**config.mk**
```make
export PLATFORM = sky130hd
export DESIGN_NAME = supervisor_reset_ctrl
export DESIGN_NICKNAME = d
export VERILOG_FILES = /design/src/rtl/supv_pkg.sv /design/src/rtl/supv_cs_sync.sv /design/src/rtl/supv_hold_timer.sv /design/src/rtl/supv_wdog.sv /design/src/rtl/supervisor_reset_ctrl.sv
export SDC_FILE = /design/constraint.sdc
export NUM_CORES = 1
export LEC_CHECK = 0
export BUFFER_PORTS_ARGS = -buffer_cell sky130_fd_sc_hd__buf_2
export CAP_MARGIN = 20
export CORE_MARGIN = 2
export CORE_UTILIZATION = 50
export CTS_CLUSTER_SIZE = 28
export DETAILED_ROUTE_END_ITERATION = 8
export PLACE_DENSITY = 0.68
export SETUP_SLACK_MARGIN = 0.4
export SYNTH_ARGS = -nofsm -noshare
export SYNTH_HDL_FRONTEND = slang
export SYNTH_SLANG_ARGS = --single-unit
```
**constraint.sdc**
```tcl
create_clock -name clk -period 2.45 [get_ports clk]
set_input_delay 0.1225 -clock clk [delete_from_list [all_inputs] [get_ports clk]]
set_output_delay 0.1225 -clock clk [all_outputs]
set_load 0.03 [all_outputs]
```
**src/rtl/supv_pkg.sv**
```systemverilog
package supv_pkg;

   typedef enum logic [1:0] {
      WDSEL_LONG  = 2'b00,
      WDSEL_MID   = 2'b01,
      WDSEL_SHORT = 2'b10,
      WDSEL_OFF   = 2'b11
   } wd_sel_e;

   typedef struct packed {
      logic level;
      logic fall;
   } kick_t;

   function automatic int unsigned cnt_width(input int unsigned max_val);
      return (max_val < 2) ? 1 : $clog2(max_val + 1);
   endfunction

endpackage

```
**src/rtl/supv_cs_sync.sv**
```systemverilog
module supv_cs_sync
   import supv_pkg::*;
#(
   parameter int unsigned SYNC_STAGES = 2,
   parameter logic        IDLE_LEVEL  = 1'b1
) (
   input  logic  clk,
   input  logic  rst_n,
   input  logic  line_i,
   output kick_t kick_o
);

   if (SYNC_STAGES < 2) begin : g_bad_stages
      $error("supv_cs_sync: SYNC_STAGES must be at least 2");
   end

   logic [SYNC_STAGES-1:0] chain_q;
   logic                   prev_q;

   always_ff @(posedge clk or negedge rst_n) begin
      if (!rst_n) begin
         chain_q <= {SYNC_STAGES{IDLE_LEVEL}};
         prev_q  <= IDLE_LEVEL;
      end else begin
         chain_q <= {chain_q[SYNC_STAGES-2:0], line_i};
         prev_q  <= chain_q[SYNC_STAGES-1];
      end
   end

   always_comb begin
      kick_o.level = chain_q[SYNC_STAGES-1];
      kick_o.fall  = prev_q & ~chain_q[SYNC_STAGES-1];
   end

endmodule

```
**src/rtl/supv_hold_timer.sv**
```systemverilog
module supv_hold_timer
   import supv_pkg::*;
#(
   parameter int unsigned HOLD_CYCLES = 200
) (
   input  logic clk,
   input  logic rst_n,
   input  logic supply_ok_i,
   input  logic trip_i,
   output logic in_reset_o
);

   localparam int unsigned HW = cnt_width(HOLD_CYCLES);
   localparam logic [HW-1:0] LAST = HW'(HOLD_CYCLES - 1);

   if (HOLD_CYCLES < 2) begin : g_bad_hold
      $error("supv_hold_timer: HOLD_CYCLES must be at least 2");
   end

   logic [HW-1:0] cnt_q;
   logic          rst_q;

   always_ff @(posedge clk or negedge rst_n) begin
      if (!rst_n) begin
         rst_q <= 1'b1;
         cnt_q <= '0;
      end else if (!supply_ok_i || trip_i) begin
         rst_q <= 1'b1;
         cnt_q <= '0;
      end else if (rst_q) begin
         if (cnt_q == LAST) begin
            rst_q <= 1'b0;
            cnt_q <= '0;
         end else begin
            cnt_q <= cnt_q + 1'b1;
         end
      end
   end

   assign in_reset_o = rst_q;

endmodule

```
**src/rtl/supv_wdog.sv**
```systemverilog
module supv_wdog
   import supv_pkg::*;
#(
   parameter int unsigned LONG_CYCLES  = 1400,
   parameter int unsigned MID_CYCLES   = 600,
   parameter int unsigned SHORT_CYCLES = 200,
   localparam int unsigned CW          = cnt_width(LONG_CYCLES)
) (
   input  logic          clk,
   input  logic          rst_n,
   input  logic          clear_i,
   input  logic          kick_i,
   input  logic [1:0]    sel_i,
   output logic          expire_o,
   output logic [CW-1:0] cnt_o
);

   if (SHORT_CYCLES < 4) begin : g_bad_short
      $error("supv_wdog: SHORT_CYCLES must be at least 4");
   end
   if (!(SHORT_CYCLES < MID_CYCLES && MID_CYCLES < LONG_CYCLES)) begin : g_bad_order
      $error("supv_wdog: intervals must satisfy SHORT < MID < LONG");
   end

   wd_sel_e       sel;
   logic          enabled;
   logic          active;
   logic [CW-1:0] last_cnt;
   logic [CW-1:0] cnt_q;

   assign sel = wd_sel_e'(sel_i);

   always_comb begin
      enabled  = 1'b1;
      last_cnt = CW'(LONG_CYCLES - 1);
      unique case (sel)
         WDSEL_LONG:  last_cnt = CW'(LONG_CYCLES - 1);
         WDSEL_MID:   last_cnt = CW'(MID_CYCLES - 1);
         WDSEL_SHORT: last_cnt = CW'(SHORT_CYCLES - 1);
         WDSEL_OFF:   enabled  = 1'b0;
         default:     enabled  = 1'b0;
      endcase
   end

   assign active   = enabled & ~clear_i;
   // >= so that switching to a shorter interval mid-count still trips
   assign expire_o = active & ~kick_i & (cnt_q >= last_cnt);

   always_ff @(posedge clk or negedge rst_n) begin
      if (!rst_n) begin
         cnt_q <= '0;
      end else if (!active || kick_i || expire_o) begin
         cnt_q <= '0;
      end else begin
         cnt_q <= cnt_q + 1'b1;
      end
   end

   assign cnt_o = cnt_q;

endmodule

```
**src/rtl/supervisor_reset_ctrl.sv**
```systemverilog
module supervisor_reset_ctrl
   import supv_pkg::*;
#(
   parameter int unsigned HOLD_CYCLES     = 200,
   parameter int unsigned WD_LONG_CYCLES  = 1400,
   parameter int unsigned WD_MID_CYCLES   = 600,
   parameter int unsigned WD_SHORT_CYCLES = 200,
   parameter int unsigned SYNC_STAGES     = 2,
   parameter bit          ACTIVE_LOW      = 1'b1
) (
   input  logic       clk,
   input  logic       rst_n,
   input  logic       supply_ok,
   input  logic       cs_n,
   input  logic [1:0] wd_period,
   output logic       sys_rst
);

   localparam int unsigned CW = cnt_width(WD_LONG_CYCLES);

   kick_t         kick;
   logic          in_reset;
   logic          wd_clear;
   logic          wd_expire;
   logic [CW-1:0] wd_cnt;

   supv_cs_sync #(
      .SYNC_STAGES (SYNC_STAGES),
      .IDLE_LEVEL  (1'b1)
   ) u_sync (
      .clk    (clk),
      .rst_n  (rst_n),
      .line_i (cs_n),
      .kick_o (kick)
   );

   assign wd_clear = in_reset | ~supply_ok;

   supv_wdog #(
      .LONG_CYCLES  (WD_LONG_CYCLES),
      .MID_CYCLES   (WD_MID_CYCLES),
      .SHORT_CYCLES (WD_SHORT_CYCLES)
   ) u_wdog (
      .clk      (clk),
      .rst_n    (rst_n),
      .clear_i  (wd_clear),
      .kick_i   (kick.fall),
      .sel_i    (wd_period),
      .expire_o (wd_expire),
      .cnt_o    (wd_cnt)
   );

   supv_hold_timer #(
      .HOLD_CYCLES (HOLD_CYCLES)
   ) u_hold (
      .clk         (clk),
      .rst_n       (rst_n),
      .supply_ok_i (supply_ok),
      .trip_i      (wd_expire),
      .in_reset_o  (in_reset)
   );

   if (ACTIVE_LOW) begin : g_out_low
      assign sys_rst = ~in_reset;
   end else begin : g_out_high
      assign sys_rst = in_reset;
   end

endmodule

```
Word-level counts from Yosys, hierarchy flattened
Cells that the tools add are included.
W data, S select, Z words.
{"block": "totals", "input_bits": 6, "regBits": 23, "output_inout_bits": 1, "elab_cells": 37}
{"block": "classes", "order_cmp": 1, "reduce_logical": 6, "muxes": 9, "bitwise_logic": 10, "eq_ne": 4, "n_addsub": 2}
{"operator": "$mux W8", "count": 3}
{"operator": "$pmux W11 S2", "count": 1}
{"operator": "$add A11 B1 Y11 const B", "count": 1}
{"operator": "$ge A11 B11 Y1", "count": 1}
{"operator": "$mux W11", "count": 1}
{"operator": "$add A8 B1 Y8 const B", "count": 1}
{"operator": "$eq A8 B8 Y1 const B", "count": 1}
{"operator": "$not A1 Y1", "count": 5}
{"operator": "$and A1 B1 Y1", "count": 4}
{"operator": "$eq A2 B2 Y1 const B", "count": 2}
{"operator": "$mux W1", "count": 4}
{"operator": "$logic_or A1 B1 Y1", "count": 3}
{"operator": "$eq A2 B1 Y1 const B", "count": 1}
{"operator": "$logic_not A1 Y1", "count": 2}
{"operator": "$reduce_bool A2 Y1", "count": 1}
{"operator": "$or A1 B1 Y1", "count": 1}

Depth between registers and ports, before layout
Gate-level depths: netlist (run 1).
{"block": "logic_depth", "ltp_word": 8, "mapped_depth": 10}

Hierarchy
Synthesis (run 1) repeated with hierarchy kept, for this count alone.
{"block": "hier_totals", "cells_unflattened": 138, "hier_area_um2": 1445.1}
{"mod": "supv_wdog", "seq_area_each_um2": 275.3, "n_inst": 1, "cells_per_inst": 79, "area_per_inst_um2": 817.0}
{"mod": "supv_hold_timer", "seq_area_each_um2": 226.5, "n_inst": 1, "cells_per_inst": 52, "area_per_inst_um2": 518.0}
{"mod": "supv_cs_sync", "seq_area_each_um2": 78.8, "n_inst": 1, "cells_per_inst": 5, "area_per_inst_um2": 100.1}
{"mod": "supervisor_reset_ctrl", "seq_area_each_um2": 0.0, "n_inst": 1, "cells_per_inst": 2, "area_per_inst_um2": 10.0}

Worst setup path before layout (run 1)
Ideal clock, no wire load.
{"block": "synth_timing", "path_kind": "input to register", "from": "input wd_period[0]", "to": "register u_wdog.cnt_q[3] (netlist: u_wdog.cnt_o[3])", "setup_time_ps": 71, "path_stages": 10, "required_time_ps": 2379, "path_slack_ps": 549, "t_arrival_ps": 1830, "cell_sequence": "inv_1 > ha_1 > inv_1 > ha_1 > and3_1 > o2111ai_1 > a31oi_1 > or4_4 > buf_6 > nor2_1"}
{"block": "synth_between", "elab_chain_len": 7, "word_cells_on_any_way": 13, "cone_classes": "1 x order compare; 3 x eq/ne; 3 x mux; 3 x bitwise; 3 x reduce/logical"}
{"element": "start: declaration", "line_no": "supervisor_reset_ctrl.sv:15", "rtl": "input logic [1:0] wd_period,"}
{"element": "branches (longest 5 deep; another with $ge A11 B11 Y1)"}
{"element": "$logic_or A1 B1 Y1 *", "line_no": "supv_wdog.sv:52", "rtl": "end else if (!active || kick_i || expire_o) begin"}
{"element": "$mux W11 *", "line_no": "supv_wdog.sv:52"}
{"element": "end signal: assignment", "line_no": "supv_wdog.sv:55", "rtl": "cnt_q <= cnt_q + 1'b1;"}
{"element": "end: declaration", "line_no": "supv_wdog.sv:29", "rtl": "logic [CW-1:0] cnt_q;"}
Every way passes the cells marked *.
A chain may end at the register's enable or synchronous reset.

Worst setup path in the final report (run 1)
{"block": "layout_timing", "from": "register u_wdog.cnt_q[5] (netlist: u_wdog.cnt_o[5])", "to": "register u_wdog.cnt_q[4] (netlist: u_wdog.cnt_o[4])"}
{"block": "layout_between", "elab_chain_len": 4}
{"element": "$ge A11 B11 Y1", "line_no": "supv_wdog.sv:47", "rtl": "assign expire_o = active & ~kick_i & (cnt_q >= last_cnt);"}
{"element": "$and A1 B1 Y1", "line_no": "supv_wdog.sv:47"}
{"element": "$logic_or A1 B1 Y1", "line_no": "supv_wdog.sv:52"}
{"element": "$mux W11", "line_no": "supv_wdog.sv:52"}
No other way between the ends.

==> out/summary.log, run 1 <==
INFO  floorplanning  design.portCount=7
INFO  timing         slew_headroom=62.7%
INFO  floorplanning  dieWidth=54.6um
INFO  clock_tree     max-clock-path-buffers=2
INFO  worst_setup_path cp-end-kind=flip-flop
INFO  cells_and_area drive_above_1_share=25.3%
INFO  global_routing globalRoute.totalOverflow=0
INFO  logic_synthesis synthesis.area_per_instance=9.84squm
INFO  timing         fin_crit=1990ps
INFO  timing         tns=0ps
INFO  clock_tree     cts_sinks=23
INFO  global_routing antenna_violations_before_repair=0
INFO  placed_design  place_hpwl=1660um
INFO  clock_tree     ctsHtreeMaxLevel=1
INFO  worst_setup_path startpoint_class=flip-flop
INFO  worst_setup_path worst_ep_arrival_time=2230ps
INFO  worst_setup_path path_max_fanout=6
INFO  timing         setup_violations=0
INFO  logic_synthesis seq_area_frac_synth=45.4%
INFO  logic_synthesis yosysWarningCount=0
INFO  clock_tree     clkSlewWorstSetupHoldPaths=130ps
INFO  detailed_routing detailedRoute.firstPassIterationCount=5
INFO  floorplanning  chipHeight=54.6um
INFO  detailed_routing wl_per_cell=14.5um
INFO  min_path       min-delay-path-class=primary input to flip-flop
INFO  cells_and_area layout-area-overhead-vs-synth=17.2%
INFO  pwr            p_leak=0.000688uW
INFO  timing         clock.fmax=503MHz
INFO  timing         post-route-period-util=81.2%
INFO  detailed_routing remaining_antenna_violation_count=0
INFO  detailed_routing initialDrtViolationCount=24
INFO  floorplanning  area_of_the_placeable_core=2450squm
INFO  timing         timing_hold_violations_final=0
INFO  placed_design  place_congestion=0.713
INFO  floorplanning  std_cell_rows=18
INFO  global_routing grt_first_pass_wirelength=3620um
INFO  status         outcome=completed
INFO  floorplanning  start_util=52.1%
INFO  floorplanning  floorplan.die_area=2980squm
INFO  timing         fin_worst_skew=8.76ps
INFO  clock_tree     worst_skew_pair.late_latency=310ps
INFO  pwr            pwr_density_cell=428nW/um^2
INFO  clock_tree     cts_tree=yes
INFO  clock_tree     cts_buffers=3
INFO  timing         rsz0062_at_grt=no
INFO  global_routing grt_max_degree=24
INFO  logic_synthesis synth-seq-cells=23
INFO  cells_and_area fin_nets=165
INFO  worst_setup_path worst_ep_required_time=2690ps
INFO  global_routing grt_pass1_vias=838
INFO  logic_synthesis synth.net_count=148
INFO  placed_design  port_buffers=6
INFO  timing         timing.hold.ws=14.6ps
INFO  clock_tree     root_buffer=sky130_fd_sc_hd__clkbuf_4
INFO  timing         maxSlewViolCount=0
INFO  timing         tightestPinTransition=554ps
INFO  detailed_routing drt-vias-per-instance=5.60
INFO  worst_setup_path crit_path_class=flip-flop to flip-flop
INFO  logic_synthesis post_synthesis_cell_type_count=29
INFO  logic_synthesis synthesis.area=1280squm
INFO  pwr            vdd_drop_max=0.305mV
INFO  cells_and_area antenna_cells_inserted=0
INFO  flow_run       max_cap_violations=0
INFO  detailed_routing drt_wl_total=2550um
INFO  global_routing global_route.usage.total=17.2%
INFO  cells_and_area num-fill-cells=215
INFO  logic_synthesis postSynthCellCount=130
INFO  detailed_routing post_route_drc_violation_count=0
INFO  detailed_routing via_count=985
-- cells in the mapped netlist (all sizes together) --
cell type | number | area share, %
nand4 | 2 | 0.98
o41ai | 1 | 1.3
nor2 | 18 | 5.3
dfrtp | 19 | 37
nand2 | 9 | 2.6
nand3 | 9 | 3.5
a211oi | 1 | 0.59
o2111ai | 1 | 0.69
or4 | 1 | 0.88
a21oi | 4 | 1.6
a31oi | 4 | 2.0
o31a | 1 | 0.69
ha | 12 | 12
buf | 1 | 0.88
a211o | 1 | 0.69
o31ai | 1 | 0.59
nor3 | 3 | 1.2
xor2 | 5 | 3.4
and3 | 5 | 2.4
nand2b | 1 | 1.1
a32o | 1 | 0.78
o21a | 3 | 1.8
dfstp | 4 | 8.2
mux2i | 1 | 0.78
xnor2 | 5 | 3.4
inv | 12 | 3.5
or3 | 2 | 1.1
o21ai | 3 | 1.2
-- worst max-delay path, stage by stage (launching register included) --
cell and delay, ps:
sky130_fd_sc_hd__dfrtp_1 470, sky130_fd_sc_hd__ha_4 270, sky130_fd_sc_hd__o21a_1 120, sky130_fd_sc_hd__o2111ai_2 250, sky130_fd_sc_hd__a31oi_4 70, sky130_fd_sc_hd__or4_4 630
sky130_fd_sc_hd__nor2_2 110
-- flip-flops by register name, indices dropped and copies added, names as in the netlist --
register	flops
u_wdog.cnt_o	11
u_hold.cnt_q	8
u_sync.chain_q	2
u_sync.prev_q	1
u_hold.in_reset_o	1
-- path summary, 6_finish.rpt --
check / startpoint / endpoint / slack, ps / cells after the start
hold reg to reg: u_sync.chain_q[0]$_DFF_PN1_ / u_sync.chain_q[1]$_DFF_PN1_ / 370 / 0
hold / removal: supply_ok / u_hold.in_reset_o$_DFF_PN1_ / 10 / 2
min in group asynchronous: rst_n / u_hold.cnt_q[1]$_DFFE_PN0P_ / 300 / 2
setup reg to reg: u_wdog.cnt_o[5]$_DFF_PN0_ / u_wdog.cnt_o[4]$_DFF_PN0_ / 460 / 6
max in group asynchronous: rst_n / u_wdog.cnt_o[4]$_DFF_PN0_ / 1780 / 2
setup / recovery: u_wdog.cnt_o[5]$_DFF_PN0_ / u_wdog.cnt_o[4]$_DFF_PN0_ / 460 / 6
-- timing repair --
action	CTS	global route
endpoints found under the setup margin	0	19
setup buffers	0	4
hold buffers	2	0
gates resized for setup	0	18
hold endpoints to repair	20	0
-- where the power goes --
part | switching [uW] | leakage (uW) | internal (uW)
clock | 113 | 0.0000150 | 63.6
sequential | 12.3 | 0.000302 | 394
combinational | 33.4 | 0.000371 | 24.4
-- metal layers --
metal	track usage, %	share of wire [%]	wire length [um]	up-vias
met5	0	0	0	-
met4	8.33	1.4	35	0
met3	2.73	2.3	60	5
met2	29.1	49	1260	13
met1	21.3	47	1200	482
li1	-	-	-	485
-- stage by stage --
stage                     utilization [%]  setup slack, ps  cells  instance area, sq um  power, uW
final                                61.1              461    176                  1500        641
after global routing                 61.1              388    176                  1500        665
after CTS                            56.3              421    171                  1380        639
after detailed placement             54.4              265    165                  1340        463
after global placement               54.4              323    165                  1340        461
after floorplan                         -              549    130                  1280        440
-- cells by family after synthesis --
family | share of synthesized area (%)
AO/OA/AOI/OAI | 11.7
XOR/XNOR | 6.85
adder cells (fa/ha/maj) | 11.7
buffers and inverters | 4.40
flip-flops | 45.4
multiplexers | 0.783
AND/OR/NAND/NOR | 19.1
-- final cells by class --
type | instances | area [sq um] | share of cell area, %
clock buffer | 4 | 26.3 | 1.75
timing repair buffer | 12 | 80.1 | 5.34
tap | 30 | 37.5 | 2.50
multi-input combinational | 95 | 728 | 48.6
inverter | 12 | 45.0 | 3.01
sequential | 23 | 582 | 38.8
-- cells in the final DEF, fill, tap and decap left out, types with 4 or more instances in the layout --
cell type                  n
sky130_fd_sc_hd__dfrtp_1  18
sky130_fd_sc_hd__inv_1    12
sky130_fd_sc_hd__nor2_1   12
sky130_fd_sc_hd__ha_1     10
sky130_fd_sc_hd__nand2_1   9
sky130_fd_sc_hd__nand3_1   9
sky130_fd_sc_hd__nor2_2    6
sky130_fd_sc_hd__buf_2     6
sky130_fd_sc_hd__and3_1    5
sky130_fd_sc_hd__xor2_1    5
sky130_fd_sc_hd__xnor2_1   5
sky130_fd_sc_hd__buf_4     4
sky130_fd_sc_hd__dfstp_2   4
Power figures use the tool's default switching activity.
==> run 2: changes to the inputs <==
--- a/config.mk
+++ b/config.mk
@@ -11,7 +11,7 @@
 export CORE_UTILIZATION = 50
 export CTS_CLUSTER_SIZE = 28
 export DETAILED_ROUTE_END_ITERATION = 8
-export PLACE_DENSITY = 0.68
+export PLACE_DENSITY = 0.71
 export SETUP_SLACK_MARGIN = 0.4
 export SYNTH_ARGS = -nofsm -noshare
 export SYNTH_HDL_FRONTEND = slang
==> constraint.sdc (replaced) <==
create_clock -name clk -period 1.8 [get_ports clk]
set_input_delay 0.09 -clock clk [delete_from_list [all_inputs] [get_ports clk]]
set_output_delay 0.09 -clock clk [all_outputs]
set_load 0.03 [all_outputs]
==> run 2 against run 1 <==
Effect of this change:
- the flow now finishes with violations (setup timing)
- die area stayed put
- clock skew decreased by 0.77 ps
- via count is 12% higher
- critical endpoint is now u_wdog.cnt_o[5]$_DFF_PN0_
- largest power group unchanged
- critical path depth unchanged
- global-route usage rose by 3.9 points
==> out/summary.log, run 2 (synthesis results as in run 1) <==
INFO  worst_setup_path startpoint_class=flip-flop
INFO  detailed_routing drt-vias-per-instance=5.68
INFO  clock_tree     cts_buffers=3
INFO  global_routing antenna_violations_before_repair=0
INFO  worst_setup_path path_buf_inv=0
INFO  cells_and_area flip_flop_count_of_the_largest_register_all_copies_and_words_added=11
INFO  cells_and_area antenna_cells_inserted=0
INFO  pwr            pwr_density_cell=523nW/um^2
INFO  cells_and_area multiInputGateArea=826squm
INFO  cells_and_area layout.cells.most_common=sky130_fd_sc_hd__buf_4
INFO  cells_and_area drive_above_1_share=37.2%
INFO  timing         timing.hold.ws=97.5ps
INFO  global_routing global_route.usage.total=21.2%
INFO  worst_setup_path timing.critical_path.max_delay_family=simple AND/OR/NAND/NOR gates
INFO  timing         fin_ws=-155ps
INFO  min_path       min-delay-path-class=primary input to flip-flop
INFO  detailed_routing wl_per_cell=15.5um
INFO  clock_tree     root_buffer=sky130_fd_sc_hd__clkbuf_4
INFO  floorplanning  floorplan.die_area=2980squm
INFO  clock_tree     clkSlewWorstSetupHoldPaths=130ps
INFO  timing         fin_crit=1950ps
INFO  timing         tightestPinTransition=508ps
INFO  floorplanning  chipHeight=54.6um
INFO  cells_and_area cell_area_after_layout=1740squm
INFO  placed_design  place_congestion=0.857
INFO  timing         post-route-period-util=109%
INFO  global_routing globalRoute.totalOverflow=0
INFO  floorplanning  dieWidth=54.6um
INFO  clock_tree     worst_skew_pair.late_latency=310ps
INFO  cells_and_area layout-area-overhead-vs-synth=35.8%
INFO  timing         setup_violations=16
INFO  timing         slew_headroom=66.1%
INFO  detailed_routing post_route_drc_violation_count=0
INFO  worst_setup_path worst_path_largest_cell_delay=560ps
INFO  floorplanning  area_of_the_placeable_core=2450squm
INFO  pwr            p_leak=0.000800uW
INFO  worst_setup_path crit_path_class=flip-flop to flip-flop
INFO  placed_design  port_buffers=6
INFO  status         failed_checks=setup timing
INFO  worst_setup_path path_max_fanout=6
INFO  cells_and_area final_util=70.7%
INFO  worst_setup_path worst_ep_required_time=2040ps
INFO  detailed_routing detailedRoute.firstPassIterationCount=4
INFO  global_routing grt_first_pass_wirelength=4420um
INFO  cells_and_area layout.area.seq=581squm
INFO  detailed_routing remaining_antenna_violation_count=0
INFO  placed_design  placedInstanceArea=1510squm
INFO  worst_setup_path crit_chain=ha_1, o21a_1, o2111ai_2, a31oi_4, or4_4, nor2_1
INFO  floorplanning  design.portCount=7
INFO  flow_run       max_cap_violations=0
INFO  detailed_routing drt_wl_total=3000um
INFO  timing         tns=-1280ps
INFO  cells_and_area fin_nets=183
INFO  timing         fin_worst_skew=7.99ps
INFO  floorplanning  start_util=52.1%
INFO  global_routing grt_pass1_vias=1020
INFO  detailed_routing initialDrtViolationCount=28
INFO  cells_and_area most-common-layout-cells=sky130_fd_sc_hd__buf_4 (20), sky130_fd_sc_hd__dfrtp_1 (19), sky130_fd_sc_hd__nor2_1 (13)
INFO  pwr            vdd_drop_max=0.473mV
INFO  placed_design  place_hpwl=1970um
INFO  clock_tree     ctsHtreeMaxLevel=1
INFO  status         outcome=complete, but fails checks
INFO  global_routing grt_max_degree=24
INFO  timing         timing_hold_violations_final=0
INFO  worst_setup_path cp-end-kind=flip-flop
INFO  worst_setup_path worst_path_max_delay_cell=sky130_fd_sc_hd__or4_4
INFO  timing         rsz0062_at_grt=yes
INFO  worst_setup_path worst_ep_arrival_time=2190ps
INFO  detailed_routing via_count=1102
INFO  floorplanning  std_cell_rows=18
INFO  timing         maxSlewViolCount=0
INFO  cells_and_area num-fill-cells=201
INFO  clock_tree     cts_tree=yes
INFO  pwr            design_power_total=908uW
INFO  clock_tree     cts_sinks=23
INFO  clock_tree     max-clock-path-buffers=2
INFO  timing         clock.fmax=512MHz
run 2: cell types whose count changed in the layout (fill, tap and decap cells not counted), moves of 2 or more:
cell / previous run / this run
sky130_fd_sc_hd__a31oi_1: 3 / 1
sky130_fd_sc_hd__buf_4: 4 / 20
sky130_fd_sc_hd__nand2_1: 9 / 7
sky130_fd_sc_hd__nand2_4: 0 / 2
sky130_fd_sc_hd__inv_1: 12 / 10
sky130_fd_sc_hd__ha_1: 10 / 8
sky130_fd_sc_hd__inv_2: 0 / 2
sky130_fd_sc_hd__ha_4: 2 / 4
sky130_fd_sc_hd__a31oi_4: 1 / 3
run 2: worst paths after layout:
kind                       slack, ps  depth (start not counted)                     endpoint                   startpoint
setup / recovery                -150                          6    u_wdog.cnt_o[5]$_DFF_PN0_    u_wdog.cnt_o[4]$_DFF_PN0_
hold / removal                   100                          2  u_hold.cnt_q[2]$_DFFE_PN0P_                    supply_ok
setup reg to reg                -150                          6    u_wdog.cnt_o[5]$_DFF_PN0_    u_wdog.cnt_o[4]$_DFF_PN0_
hold reg to reg                  370                          0  u_sync.chain_q[1]$_DFF_PN1_  u_sync.chain_q[0]$_DFF_PN1_
max in group asynchronous       1170                          2  u_sync.chain_q[1]$_DFF_PN1_                        rst_n
min in group asynchronous        270                          2   u_wdog.cnt_o[10]$_DFF_PN0_                        rst_n
run 2: what timing repair did:
item                                    in CTS  in global routing
resized for setup                            2                 20
pin swaps                                    1                  4
hold endpoints to repair                    21                  0
buffers inserted                             0                  6
endpoints found under the setup margin      20                 20
hold buffers                                 3                  0
cloned                                       1                  0
run 2: per-layer routing:
| metal | GRT usage [%] | up-vias | part of all wire, % |
|---|---|---|---|
| met5 | 0 | - | 0 |
| met2 | 38.4 | 24 | 54 |
| li1 | - | 524 | - |
| met4 | 10.0 | 0 | 2.0 |
| met1 | 24.4 | 548 | 41 |
| met3 | 2.73 | 6 | 3.0 |
run 2: power breakdown:
group	leakage [uW]	switching (uW)	internal (uW)
logic	0.000481	58.4	53.3
clock network	0.0000150	156	86.5
registers	0.000304	18.7	536
total	0.000800	233	676
run 2: cell type report:
type,instances,share of cell area [%]
Inverter,12,2.59
Multi-Input combinational cell,95,47.6
Timing Repair Buffer,30,12.8
Sequential cell,23,33.4
Tap cell,30,2.16
Clock buffer,4,1.51
run 2: through the flow:
step	cells	setup WS, ps
floorplan	130	-78.3
CTS	188	-132
global route	194	-207
global placement	180	-172
detailed placement	180	-224
finish	194	-155
run 2: worst reg2reg max path, delay by kind of cell (launching register included):
kind                     cells  cell delay, ps
AO/OA/AOI/OAI                3             460
adder cells (fa/ha/maj)      1             300
flip-flops                   1             410
AND/OR/NAND/NOR              2             720
==> run 3: changes to the inputs <==
--- a/config.mk
+++ b/config.mk
@@ -12,6 +12,7 @@
 export CTS_CLUSTER_SIZE = 28
 export DETAILED_ROUTE_END_ITERATION = 8
 export PLACE_DENSITY = 0.71
+export REMOVE_ABC_BUFFERS = 1
 export SETUP_SLACK_MARGIN = 0.4
 export SYNTH_ARGS = -nofsm -noshare
 export SYNTH_HDL_FRONTEND = slang
==> run 3 against run 2 <==
Effect of this change:
- the run still ends with setup timing left
- sequential power about the same
- count of clock-buffer cells in the layout unchanged
- hold slack got worse by 29 ps
- via count decreased by 5.9%
- global-route usage about the same
- clock power about the same
- sequential share of layout area increased by 1.6 points
- register-to-register slack improved by 40 ps
- largest power group unchanged
- highest routed layer unchanged
==> out/summary.log, run 3 (synthesis results as in run 1) <==
INFO  status         outcome=complete, but fails checks
INFO  status         failed_checks=setup timing
INFO  clock_tree     cts_buffers=3
INFO  detailed_routing drt-vias-per-instance=5.43
INFO  detailed_routing remaining_antenna_violation_count=0
INFO  global_routing grt_first_pass_wirelength=4500um
INFO  cells_and_area antenna_cells_inserted=0
INFO  clock_tree     clkSlewWorstSetupHoldPaths=130ps
INFO  detailed_routing wl_per_cell=14.7um
INFO  timing         tns=-1000ps
INFO  cells_and_area fin_nets=180
INFO  clock_tree     root_buffer=sky130_fd_sc_hd__clkbuf_4
INFO  pwr            vdd_drop_max=0.585mV
INFO  placed_design  dpl_worst_slack=-281ps
INFO  worst_setup_path worst_ep_required_time=2050ps
INFO  floorplanning  chipHeight=54.6um
INFO  timing         tightestPinTransition=524ps
INFO  clock_tree     ctsHtreeMaxLevel=1
INFO  worst_setup_path crit_path_class=flip-flop to flip-flop
INFO  timing         rsz0062_at_grt=yes
INFO  pwr            design_power_total=893uW
INFO  timing         post-route-period-util=107%
INFO  cells_and_area layout-area-overhead-vs-synth=29.6%
INFO  placed_design  place_hpwl=1820um
INFO  timing         fin_crit=1920ps
INFO  detailed_routing drt_wl_total=2820um
INFO  pwr            power.switching=228uW
INFO  global_routing global_route.usage.total=21.1%
INFO  detailed_routing via_count=1037
INFO  min_path       hp-start=supply_ok
INFO  worst_setup_path cp-end-kind=flip-flop
INFO  global_routing grt_pass1_vias=1045
INFO  floorplanning  std_cell_rows=18
INFO  pwr            p_int=665uW
INFO  timing         fin_ws=-119ps
INFO  clock_tree     cts_tree=yes
INFO  floorplanning  floorplan.die_area=2980squm
INFO  global_routing grt_max_degree=24
INFO  floorplanning  area_of_the_placeable_core=2450squm
INFO  timing         clock.fmax=521MHz
INFO  worst_setup_path regToRegStartpoint=u_wdog.cnt_o[4]$_DFF_PN0_
INFO  pwr            pwr_density_cell=539nW/um^2
INFO  floorplanning  design.portCount=7
INFO  cells_and_area flip_flop_count_of_the_largest_register_all_copies_and_words_added=11
INFO  placed_design  port_buffers=6
INFO  timing         maxSlewViolCount=0
INFO  pwr            power_switching_share=25.5%
INFO  pwr            p_leak=0.000759uW
INFO  cells_and_area drive_above_1_share=31.7%
INFO  detailed_routing post_route_drc_violation_count=0
INFO  floorplanning  start_util=52.1%
INFO  clock_tree     max-clock-path-buffers=2
INFO  cells_and_area num-fill-cells=207
INFO  min_path       min-delay-path-class=primary input to flip-flop
INFO  cells_and_area most-common-layout-cells=sky130_fd_sc_hd__dfrtp_1 (19), sky130_fd_sc_hd__buf_4 (18), sky130_fd_sc_hd__nor2_1 (14)
INFO  global_routing globalRoute.totalOverflow=0
INFO  detailed_routing detailedRoute.firstPassIterationCount=4
INFO  worst_setup_path critPathLaunch=u_wdog.cnt_o[4]$_DFF_PN0_
INFO  pwr            pwr-share-comb=10.5%
INFO  cells_and_area layout.cells.most_common=sky130_fd_sc_hd__dfrtp_1
INFO  pwr            pwr-share-seq=62.1%
INFO  worst_setup_path startpoint_class=flip-flop
INFO  flow_run       max_cap_violations=0
INFO  worst_setup_path path_max_fanout=5
INFO  floorplanning  dieWidth=54.6um
INFO  timing         timing_hold_violations_final=0
INFO  placed_design  place_congestion=0.721
INFO  clock_tree     worst_skew_pair.late_latency=320ps
INFO  timing         setup_violations=11
INFO  timing         slew_headroom=65.1%
INFO  pwr            clock_power_share=27.4%
INFO  clock_tree     cts_sinks=23
INFO  timing         fin_worst_skew=8.57ps
INFO  global_routing antenna_violations_before_repair=0
INFO  cells_and_area final_util=67.5%
INFO  timing         timing.hold.ws=68.1ps
INFO  detailed_routing initialDrtViolationCount=24
INFO  worst_setup_path worst_ep_arrival_time=2170ps
-- run 3: cell types whose count changed in the layout (fill, tap and decap cells not counted), sizes merged --
cell	previous run	this run
buf	27	24
-- run 3: metrics by stage --
step	cell area, sq um	std cells
floorplan	1270	129
global placement	1450	180
global route	1660	191
CTS	1560	189
finish	1660	191
detailed placement	1450	180
-- run 3: layout make-up --
cell class / instances / area [sq um] / area share, %
multi-input combinational: 95 / 773 / 46.6
inverter: 12 / 45.0 / 2.72
timing repair buffer: 27 / 195 / 11.8
clock buffer: 4 / 26.3 / 1.58
sequential: 23 / 581 / 35.0
tap: 30 / 37.5 / 2.26
-- run 3: what timing repair did --
action | CTS | global route
buffers inserted | 1 | 2
gates resized for setup | 9 | 14
hold endpoints to repair | 21 | 0
cloned | 1 | 0
pin swaps | 4 | 13
hold buffers | 3 | 0
setup endpoints to repair | 20 | 20
-- run 3: critical path, cell delays in order, from the launching register on --
cell and delay, ps:
sky130_fd_sc_hd__dfrtp_1 410, sky130_fd_sc_hd__ha_1 300, sky130_fd_sc_hd__o21a_1 200, sky130_fd_sc_hd__o2111ai_4 210, sky130_fd_sc_hd__a31oi_4 70, sky130_fd_sc_hd__or4_4 570, sky130_fd_sc_hd__nor2_1 110
-- run 3: worst paths after layout --
| path | end | slack (ps) | cells after the start |
|---|---|---|---|
| max | u_wdog.cnt_o[1]$_DFF_PN0_ | -120 | 6 |
| min | u_hold.cnt_q[2]$_DFFE_PN0P_ | 70 | 2 |
| max reg2reg | u_wdog.cnt_o[1]$_DFF_PN0_ | -120 | 6 |
| min reg2reg | u_sync.chain_q[1]$_DFF_PN1_ | 370 | 0 |
| max in group asynchronous | u_sync.prev_q$_DFF_PN1_ | 1180 | 2 |
| min in group asynchronous | u_hold.cnt_q[4]$_DFFE_PN0P_ | 260 | 2 |
-- run 3: power by group through the flow --
stage	Combinational, uW	Sequential (uW)	Clock [uW]
final	93.6	554	245
after CTS	79.6	553	253
after global routing	106	557	269
after detailed placement	72.7	563	0
after global placement	69.7	561	0
after floorplan	41.0	558	0
-- run 3: routing by layer --
metal,global-route usage (%),vias up,part of all wire [%]
met5,0,-,0
met4,7.50,0,0.92
met3,2.46,4,1.6
met2,36.5,14,53
met1,27.1,506,45
li1,-,513,-
